**config.mk**
```make
export PLATFORM = sky130hd
export DESIGN_NAME = net_led_ctrl
export DESIGN_NICKNAME = d
export VERILOG_FILES = /design/src/rtl/net_led_pkg.sv /design/src/rtl/led_ms_tick.sv /design/src/rtl/led_blink_timer.sv /design/src/rtl/net_led_ctrl.sv
export SDC_FILE = /design/constraint.sdc
export NUM_CORES = 1
export LEC_CHECK = 0
export CAP_MARGIN = 10
export CORE_ASPECT_RATIO = 2
export CORE_MARGIN = 1.5
export CORE_UTILIZATION = 46
export DETAILED_ROUTE_END_ITERATION = 7
export GPL_ROUTABILITY_DRIVEN = 0
export PLACE_DENSITY_LB_ADDON = 0.3
export SLEW_MARGIN = 20
export SYNTH_ARGS = -nofsm -noshare
export SYNTH_HDL_FRONTEND = slang
export SYNTH_SLANG_ARGS = --single-unit
```
**constraint.sdc**
```tcl
create_clock -name clk -period 5.8 [get_ports clk]
set_clock_uncertainty 0.1 [all_clocks]
set_input_delay 0.87 -clock clk [delete_from_list [all_inputs] [get_ports clk]]
set_output_delay 0.87 -clock clk [all_outputs]
set_load 0.03 [all_outputs]
```
**src/rtl/net_led_pkg.sv**
```systemverilog
package net_led_pkg;
  typedef enum logic [1:0] {
    LAYOUT_SPLIT_ACT   = 2'd0,
    LAYOUT_SPEED_ACT   = 2'd1,
    LAYOUT_SPEED_LNACT = 2'd2,
    LAYOUT_ALL_ACT     = 2'd3
  } led_layout_e;

  typedef enum logic [1:0] {
    RATE_10   = 2'd0,
    RATE_100  = 2'd1,
    RATE_1000 = 2'd2,
    RATE_NONE = 2'd3
  } link_rate_e;

  // activity source indices for the blink timers
  localparam int SRC_TX   = 0;
  localparam int SRC_RX   = 1;
  localparam int SRC_ANY  = 2;
  localparam int N_SRC    = 3;
endpackage

```
**src/rtl/led_ms_tick.sv**
```systemverilog
module led_ms_tick #(
  parameter int DIV = 125000
) (
  input  logic clk,
  input  logic rst,
  input  logic clr,
  output logic tick
);
  localparam int TW = (DIV > 1) ? $clog2(DIV) : 1;
  logic [TW-1:0] cnt;

  assign tick = (cnt == TW'(DIV - 1));

  always_ff @(posedge clk) begin
    if (rst || clr || tick) cnt <= '0;
    else                    cnt <= cnt + 1'b1;
  end
endmodule

```
**src/rtl/led_blink_timer.sv**
```systemverilog
module led_blink_timer #(
  parameter int LOW_MS  = 12,
  parameter int HIGH_MS = 100
) (
  input  logic clk,
  input  logic rst,
  input  logic clr,
  input  logic tick,
  input  logic act,
  output logic blink_lo
);
  localparam int MS_MAX = (LOW_MS > HIGH_MS) ? LOW_MS : HIGH_MS;
  localparam int CW     = $clog2(MS_MAX + 1);

  typedef enum logic [1:0] {ST_REST, ST_LOW, ST_HIGH} blink_st_e;
  blink_st_e     st;
  logic [CW-1:0] ms;

  always_ff @(posedge clk) begin
    if (rst || clr) begin
      st <= ST_REST;
      ms <= '0;
    end else begin
      case (st)
        ST_REST: if (act) begin
          st <= ST_LOW;
          ms <= '0;
        end
        ST_LOW: if (tick) begin
          if (ms == CW'(LOW_MS - 1)) begin
            st <= ST_HIGH;
            ms <= '0;
          end else ms <= ms + 1'b1;
        end
        ST_HIGH: if (tick) begin
          if (ms == CW'(HIGH_MS - 1)) begin
            st <= ST_REST;
            ms <= '0;
          end else ms <= ms + 1'b1;
        end
        default: st <= ST_REST;
      endcase
    end
  end

  assign blink_lo = (st == ST_LOW);
endmodule

```
**src/rtl/net_led_ctrl.sv**
```systemverilog
module net_led_ctrl
  import net_led_pkg::*;
#(
  parameter int CLK_HZ  = 125000000,
  parameter int LOW_MS  = 12,
  parameter int HIGH_MS = 100
) (
  input  logic       clk,
  input  logic       rst,
  input  logic [1:0] mode_i,
  input  logic       link_up_i,
  input  logic [1:0] speed_i,
  input  logic       tx_act_i,
  input  logic       rx_act_i,
  output logic [3:0] led_o
);
  localparam int TICK_DIV = CLK_HZ / 1000;

  logic [1:0]       mode_q;
  logic             mode_chg;
  logic             tick;
  logic [N_SRC-1:0] act_src;
  logic [N_SRC-1:0] blink_lo;
  logic [N_SRC-1:0] bl;
  logic [3:0]       led_n;

  always_ff @(posedge clk) begin
    if (rst) mode_q <= 2'd0;
    else     mode_q <= mode_i;
  end
  assign mode_chg = (mode_i != mode_q);

  led_ms_tick #(.DIV(TICK_DIV)) u_tick (
    .clk(clk), .rst(rst), .clr(mode_chg), .tick(tick)
  );

  assign act_src[SRC_TX]  = tx_act_i;
  assign act_src[SRC_RX]  = rx_act_i;
  assign act_src[SRC_ANY] = tx_act_i | rx_act_i;

  for (genvar g = 0; g < N_SRC; g++) begin : g_blink
    led_blink_timer #(.LOW_MS(LOW_MS), .HIGH_MS(HIGH_MS)) u_blink (
      .clk(clk), .rst(rst), .clr(mode_chg), .tick(tick),
      .act(act_src[g]), .blink_lo(blink_lo[g])
    );
  end

  always_comb begin
    logic n_any, n_10, n_100, n_1000, n_tx, n_rx, n_act, n_lnact;
    bl      = mode_chg ? '0 : blink_lo;
    n_any   = ~link_up_i;
    n_10    = ~(link_up_i && speed_i == RATE_10);
    n_100   = ~(link_up_i && speed_i == RATE_100);
    n_1000  = ~(link_up_i && speed_i == RATE_1000);
    n_tx    = ~bl[SRC_TX];
    n_rx    = ~bl[SRC_RX];
    n_act   = ~bl[SRC_ANY];
    n_lnact = ~link_up_i | bl[SRC_ANY];
    case (led_layout_e'(mode_i))
      LAYOUT_SPLIT_ACT:   led_n = {n_1000, n_any, n_rx, n_tx};
      LAYOUT_SPEED_ACT:   led_n = {n_1000, n_100, n_10, n_act};
      LAYOUT_SPEED_LNACT: led_n = {n_1000, n_100, n_10, n_lnact};
      default:            led_n = {n_lnact, n_act, n_rx, n_tx};
    endcase
  end

  always_ff @(posedge clk) begin
    if (rst) led_o <= '1;
    else     led_o <= led_n;
  end
endmodule

```
# --- Word-level counts from Yosys, hierarchy flattened ---
# Cells that the tools add are included.
word_totals:
  output_inout_bits: 4
  register_bits: 50
op_classes:
  addsub: 4
  eq_ne: 33
  n_mux: 38
  reduce_logical: 19
  bitwise: 9
ops:
  columns: ["cell", "count"]
  rows:
  - ["two-way mux 7 bit", 15]
  - ["case mux 7 bit (3 select lines)", 3]
  - ["two-way mux 2 bit", 15]
  - ["inequality test 2 bit, second input constant", 11]
  - ["adder 7 x 1 -> 7 bit, second input constant", 3]
  - ["== test 7 x 4 -> 1 bit, second input constant", 3]
  - ["== test 7 bit, second input constant", 3]
  - ["case mux 2 bit (3 select lines)", 3]
  - ["adder 17 x 1 -> 17 bit, second input constant", 1]
  - ["== test 17 bit, second input constant", 1]
  - ["AND reduction 5 bit", 3]
  - ["case mux 4 bit (3 select lines)", 1]
  - ["AND reduction 4 bit", 3]
  - ["== test 2 x 1 -> 1 bit, second input constant", 5]
  - ["== test 2 bit, second input constant", 5]
  - ["logical NOT 2 bit", 5]
  - ["nonzero test 3 bit", 3]
  - ["inequality test 2 x 1 -> 1 bit, second input constant", 4]
  - ["NOT 1 bit", 7]
  - ["logical AND 1 bit", 3]
  - ["two-way mux 3 bit", 1]
  - ["logical OR 1 bit", 2]
  - ["inequality test 2 bit", 1]
  - ["bitwise OR 1 bit", 2]

# --- Longest topological paths before layout ---
# Gate-level depths: netlist of run 1.
logic_depth:
  ltp_word: 4
  mapped_depth: 8

# --- Cells and area by module ---
# From an unflattened synthesis of run 1, not the netlist that was laid out.
hier_totals:
  cells_unflattened: 342
  area_unflattened_um2: 2899.0
by_module_without_submodules:
  columns: ["mod", "seq_area_each_um2", "area_per_inst_um2", "instances", "cells_each"]
  rows:
  - ["led_blink_timer at g_blink[0].u_blink ...", 180.2, 586.8, 2, 72]
  - ["led_ms_tick", 340.3, 792.0, 1, 88]
  - ["led_blink_timer at g_blink[1].u_blink", 180.2, 588.1, 1, 72]
  - ["net_led_ctrl", 120.1, 345.3, 1, 38]

# --- Worst setup path after synthesis of run 1 ---
# No wires, ideal clock.
synth_path:
  path_type: "input to register"
  start: "in mode_i[0]"
  end: "reg g_blink[1].u_blink.ms[5]"
  cell_stages: 7
  setup_slack_ns: 3.456
  t_required_ns: 5.625
  arrival_ns: 2.168
  path_cell_list: "buf_2 > xor2_1 > or3_1 > buf_2 > buf_6 > or3_1 > o22ai_1"
synth_between:
  elab_chain_cells: 2
synth_lines:
  columns: ["item", "line_no", "text"]
  rows:
  - ["start, declared", "net_led_ctrl.sv:10", "input logic [1:0] mode_i,"]
  - ["inequality test 2 bit", "net_led_ctrl.sv:31", "assign mode_chg = (mode_i != mode_q);"]
  - ["logical OR 1 bit", "led_blink_timer.sv:20", "if (rst || clr) begin"]
  - ["end signal, assigned", "led_blink_timer.sv:33", "end else ms <= ms + 1'b1;"]
  - ["end signal, assigned", "led_blink_timer.sv:39", "end else ms <= ms + 1'b1;"]
  - ["end, declared", "led_blink_timer.sv:17", "logic [CW-1:0] ms;"]
# No other way between the ends.
# A chain may end at the register's enable or synchronous reset.

# --- Worst setup path in the final report of run 1 ---
layout_path:
  start: "in mode_i[1]"
  end: "reg g_blink[1].u_blink.ms[6]"
# The elaborated chain is that of the path after synthesis.

==> reports/metrics.cfg, run 1 <==
[finish]
area_growth_pct = 11.3
drive_gt1_share_pct = 8.12
n_fill_cell = 540
fin_cells = 406
multi_input_comb_area_mm2 = 0.00165
seq_area_mm2 = 0.00100
nets = 370
diodes = 0
fin_area_mm2 = 0.00307

[sta]
post-route-period-util_pct = 50.2
slew_violations = 0
slew_headroom_pct = 32.1
worst_slack_ns = 2.89
finalHoldViolCount = 0
grt_setup_unrepaired = no
finalSetupViolations = 0
tightest_slew_ns = 1.02
setup_tns_ns = 0
post-route-min-period_ns = 2.91
clock.fmax_mhz = 344

[global_routing]
grt_pass1_wl_mm = 10.3
antenna_found_initial = 0
grt_use_total_pct = 19.8
grt_remaining_overflow = 0
grt_pass1_vias = 2417
grt_max_degree = 26

[yosys]
synth_area_per_cell_um2 = 8.28
yosys.area.top_type = dfxtp_1
ys_ff_latch = 50
synth_cell_type_count = 53
synth.area.top_cells = dfxtp_1 (36%), ha_1 (7.7%), nand2_1 (5.2%)
synth_nets = 359
ys_seq_area_share_pct = 36.3
synth_ff_type = dfxtp_1
syn_inst = 333
yosysWarnings = 0
synth_area_mm2 = 0.00276
async_flop_share_pct = 0
yosysTopAreaCellShare_pct = 36.3
synthTopCellsByCount = dfxtp_1 (50), nand2_1 (38), nor2_1 (33)
post-synth-top-count-cell = dfxtp_1
synth_edf_count = 0

[routing]
initialDrtViolationCount = 126
post_drt_wl_per_cell_um = 14.7
wirelength_mm = 5.98
first_pass_iters = 6
num_vias = 2348
final_antenna_net_count = 0
vias_per_cell = 5.78
route.detailed.drc = 4

[cts]
cts_root_buffer = clkbuf_16
cts_resized = 0
clkSinkCount = 50
clkSlewWorstSetupHoldPaths_ns = 0.07
tritoncts = yes
cts_made_buffers = 5
htree_levels = 2
clockBufferDepth = 2
post_cts_buffers = 0
clk_latency_ns = 0.29
postCtsHoldBufs = 0

[power]
p_leak_nw = 1.02
ir_drop_v = 0.000192
pwr_density_cell_mw_per_mm2 = 243

[floorplan]
core-area_mm2 = 0.00576
fp.dieH_um = 112
die_width_um = 57.7
die_area_mm2 = 0.00649
ios = 13
rows = 39
initial_utilization_pct = 47.9

[worst_hold_path]
hold_class = reg2reg

[critical_path]
crit_fanout = 25
path_cells = clkdlybuf4s50_1 > xor2_1 > or3_1 > or3_1 > o22ai_1
required_ns = 5.92
cp_slowest_stage_delay_ns = 0.73
cp-end-kind = register
arrival_ns = 3.03
critPathSlowestCell = or3_1
critPathKind = in2reg
startpoint_type = input port
crit_top_cell = or3_1

[placed_design]
post-dp-hpwl_mm = 4.37
dp_cells = 398
dpl_cell_area_mm2 = 0.00290
numPortBuffers = 12
place_ws_ns = 2.59

[flow_run]
drv_cap = 0

[run_status]
violations = design-rule violations
outcome = complete, but fails checks

worst paths after layout:
kind	slack, ns	start	end	cells after the start
min	0.36	u_tick.cnt[0]$_SDFF_PP0_	u_tick.cnt[0]$_SDFF_PP0_	1
min reg2reg	0.36	u_tick.cnt[0]$_SDFF_PP0_	u_tick.cnt[0]$_SDFF_PP0_	1
max reg2reg	3.43	g_blink[1].u_blink.st[1]$_SDFFE_PP0P_	g_blink[1].u_blink.ms[2]$_SDFFE_PP0P_	7
max	2.89	mode_i[1]	g_blink[1].u_blink.ms[6]$_SDFFE_PP0P_	5
cells in the final DEF (no fill, tap or decap), types with 4 or more instances in the layout:
master / synthesis / routed
clkdlybuf4s50_1: 0 / 12
xor2_1: 12 / 12
a21oi_1: 23 / 23
o21ai_0: 8 / 8
nand3_1: 23 / 23
nor2b_1: 4 / 4
o22ai_1: 12 / 12
xnor2_1: 6 / 6
inv_1: 12 / 12
nand4_1: 6 / 6
ha_1: 17 / 17
dfxtp_1: 50 / 50
and3_1: 5 / 5
clkbuf_16: 0 / 5
nand2_1: 38 / 38
or2_2: 9 / 9
nor2_1: 33 / 33
or3_1: 14 / 14
per-layer routing:
metal,share of wire [%],track usage (%),wire (um)
met5,0,0,0
met4,1.5,7.91,91
met3,2.3,3.23,140
met2,57,38.8,3380
met1,40,19.5,2370
power breakdown:
part           total (mW)  internal [mW]  switching (mW)
logic              0.0692         0.0261          0.0431
registers           0.349          0.347         0.00229
clock network       0.327          0.204           0.123
critical path: cells and delay by family:
kind                      cells  cell delay (ns)
and+or+nand+nor               2             1.21
buffers and inverters         1             0.64
xor gates and xnor gates      1             0.16
AOI/OAI and AO/OA             1             0.15
stage by stage:
step / power, mW / hold WS [ns] / util, %
6_report: 0.745 / 0.360 / 53.3
3_3_place_gp: 0.425 / 0.334 / 50.4
5_1_grt: 0.775 / 0.396 / 53.3
4_1_cts: 0.751 / 0.357 / 53.3
3_5_place_dp: 0.426 / 0.341 / 50.4
2_1_floorplan: 0.407 / 0.318 / -
registers in the layout (all words and copies together), names as in the netlist:
signal and flops:
led_o 4, g_blink.u_blink.ms 21, u_tick.cnt 17, g_blink.u_blink.st 6
mode_q 2
cell type report:
cell class / count / area share, %
timing repair buffer: 13 / 4.16
sequential: 50 / 32.6
clock buffer: 7 / 4.32
clock inverter: 1 / 0.979
tap: 61 / 2.49
multi-input combinational: 262 / 53.9
inverter: 12 / 1.47
kinds of logic (layout without fill, tap and decap cells):
group | Yosys count | after routing | synth area share [%]
XOR/XNOR | 18 | 18 | 5.72
flip-flops | 50 | 50 | 36.3
AO/OA/AOI/OAI | 63 | 63 | 13.9
adder cells (fa/ha/maj) | 18 | 18 | 8.08
buffers and inverters | 21 | 33 | 3.86
AND/OR/NAND/NOR | 163 | 163 | 32.1
Power figures use the tool's default switching activity.
==> run 2: changes to the inputs <==
==> constraint.sdc (replaced) <==
create_clock -name clk -period 2.45 [get_ports clk]
set_clock_uncertainty 0.1 [all_clocks]
set_input_delay 0.3675 -clock clk [delete_from_list [all_inputs] [get_ports clk]]
set_output_delay 0.3675 -clock clk [all_outputs]
set_load 0.03 [all_outputs]
==> run 2 against run 1 <==
The run still ends with design-rule violations left. Critical path type is now reg2reg. First-iteration DRC count rose by 7.1%. Count of clock-buffer cells in the layout did not move. Global-route usage rose by 1.5 points. Utilization rose by 1.5 points. Total power rose by 130%. Sequential cell count did not move. Wire length rose by 7.7%. Highest routed layer unchanged. Critical endpoint is now g_blink[1].u_blink.ms[4]$_SDFFE_PP0P_.
==> reports/metrics.cfg, run 2 (same netlist as run 1, synthesis figures left out) <==
[global_routing]
grt_max_degree = 26
grt_pass1_wl_mm = 10.9
grt_use_total_pct = 21.3
grt_remaining_overflow = 0
antenna_found_initial = 0
grt_pass1_vias = 2487

[floorplan]
ios = 13
fp.dieH_um = 112
rows = 39
core-area_mm2 = 0.00576
die_width_um = 57.7
die_area_mm2 = 0.00649
initial_utilization_pct = 47.9

[run_status]
violations = design-rule violations
outcome = complete, but fails checks

[worst_hold_path]
worstHoldStart = u_tick.cnt[0]$_SDFF_PP0_
hold_end = u_tick.cnt[0]$_SDFF_PP0_
hold_path_depth = 1
hold_class = reg2reg

[cts]
htree_levels = 2
cts_made_buffers = 5
post_cts_buffers = 0
cts_root_buffer = clkbuf_16
clockBufferDepth = 2
clkSinkCount = 50
clkSlewWorstSetupHoldPaths_ns = 0.07
tritoncts = yes
clk_latency_ns = 0.29

[finish]
area_growth_pct = 14.3
largest_register = g_blink.u_blink.ms
nets = 379
reg_top3 = g_blink.u_blink.ms (21), u_tick.cnt (17), g_blink.u_blink.st (6)
drive_gt1_share_pct = 11.3
diodes = 0
final_common_cell = dfxtp_1
seq_area_mm2 = 0.00100
n_fill_cell = 555
layout_common_cells = dfxtp_1 (50), nand2_1 (38), nor2_1 (33)
multi_input_comb_area_mm2 = 0.00166
largest_register_ffs = 21

[placed_design]
numPortBuffers = 12
post-dp-hpwl_mm = 4.81

[critical_path]
crit_fanout = 7
critPathKind = reg2reg
r2r_cells = 7
cp-end-kind = register
r2r_slack_ns = 0.20
r2r-start = g_blink[1].u_blink.st[0]$_SDFFE_PP0P_
required_ns = 2.53
r2r_end = g_blink[1].u_blink.ms[4]$_SDFFE_PP0P_
startpoint_type = register
arrival_ns = 2.32

[routing]
vias_per_cell = 5.87
first_pass_iters = 6
num_vias = 2436
initialDrtViolationCount = 135
route.detailed.drc = 5
final_antenna_net_count = 0
post_drt_wl_per_cell_um = 15.5
wirelength_mm = 6.44

[sta]
finalSetupViolations = 0
clock.fmax_mhz = 445
grt_setup_unrepaired = no
slew_violations = 0
finalHoldViolCount = 0
tightest_slew_ns = 0.616
fin_worst_hold_slack_ns = 0.349
setup_tns_ns = 0
post-route-min-period_ns = 2.25
slew_headroom_pct = 58.7
post-route-period-util_pct = 91.7

[flow_run]
drv_cap = 0

[power]
p_switching_mw = 0.417
seq_power_share_pct = 47.2
ir_drop_v = 0.000339
p_leak_nw = 1.07
pwr-share-clk_pct = 42.1
switching_share_pct = 23.8
pwr_density_cell_mw_per_mm2 = 556
p_int_mw = 1.33
p_comb_share_pct = 10.7

==> run 2: cell types whose count changed in the layout (fill, tap and decap cells not counted) <==
cell,previous run,this run
nor3b_2,0,1
clkbuf_8,0,2
bufinv_16,1,0
buf_4,1,9
buf_12,0,1
nor3b_1,2,1
clkbuf_1,2,0
clkinv_4,0,1
==> run 2: worst max-delay path by stage <==
stage / start / to
after floorplan: g_blink[2].u_blink.st[0]$_SDFFE_PP0P_ / g_blink[2].u_blink.ms[3]$_SDFFE_PP0P_
after global placement: mode_i[1] / g_blink[1].u_blink.ms[6]$_SDFFE_PP0P_
after detailed placement: mode_i[1] / g_blink[1].u_blink.ms[6]$_SDFFE_PP0P_
after CTS: g_blink[1].u_blink.st[0]$_SDFFE_PP0P_ / g_blink[1].u_blink.ms[4]$_SDFFE_PP0P_
after global routing: g_blink[1].u_blink.st[0]$_SDFFE_PP0P_ / g_blink[1].u_blink.ms[4]$_SDFFE_PP0P_
final: g_blink[1].u_blink.st[0]$_SDFFE_PP0P_ / g_blink[1].u_blink.ms[4]$_SDFFE_PP0P_
==> run 2: layout make-up <==
class,instances,share of cell area (%)
flip-flops and latches,50,31.8
repair buffers,22,6.59
inverters,12,1.43
clock inverters,1,0.278
clock buffers,7,4.85
multi-input cells,262,52.7
well taps,61,2.42
==> run 2: routing by layer <==
metal	global-route usage (%)	wire length [um]
met1	19.7	2400
met2	41.4	3730
met3	4.49	140
met4	10.1	174
met5	0	0
==> run 2: power groups by stage <==
stage	Sequential, mW	Combinational [mW]	Clock, mW
finish	0.827	0.187	0.738
global route	0.828	0.204	0.802
CTS	0.827	0.185	0.762
detailed placement	0.846	0.184	0
global placement	0.845	0.182	0
floorplan	0.849	0.114	0
==> run 2: through the flow <==
step           total power, mW  setup slack, ns  std cells  instance area [um^2]  utilization, %
2_1_floorplan            0.963            0.354        333                  2760               -
3_3_place_gp              1.03            0.232        407                  2980            51.8
3_5_place_dp              1.03            0.183        407                  2980            51.8
4_1_cts                   1.77            0.203        415                  3150            54.6
5_1_grt                   1.83           0.0155        415                  3150            54.7
6_report                  1.75            0.204        415                  3150            54.7
==> run 2: repair_timing <==
item                       4_1_cts  5_1_grt
hold buffers                     0        0
setup endpoints to repair        0        3
resized for setup                0        1
==> run 2: critical path, cell delays in order, from the launching register on <==
cell and delay (ns):
dfxtp_1 0.36, inv_1 0.09, ha_1 0.23, or4b_1 0.47
a211oi_1 0.41, nor3b_2 0.18, a21oi_1 0.20, o22ai_1 0.11
==> run 3: changes to the inputs <==
--- a/config.mk
+++ b/config.mk
@@ -5,12 +5,12 @@
 export SDC_FILE = /design/constraint.sdc
 export NUM_CORES = 1
 export LEC_CHECK = 0
+export ABC_CLOCK_PERIOD_IN_PS = 2450
 export CAP_MARGIN = 10
 export CORE_ASPECT_RATIO = 2
 export CORE_MARGIN = 1.5
 export CORE_UTILIZATION = 46
 export DETAILED_ROUTE_END_ITERATION = 7
-export GPL_ROUTABILITY_DRIVEN = 0
 export PLACE_DENSITY_LB_ADDON = 0.3
 export SLEW_MARGIN = 20
 export SYNTH_ARGS = -nofsm -noshare
==> results of run 3 <==
Same layout as run 2: the final DEF is identical, and so are final timing and power.
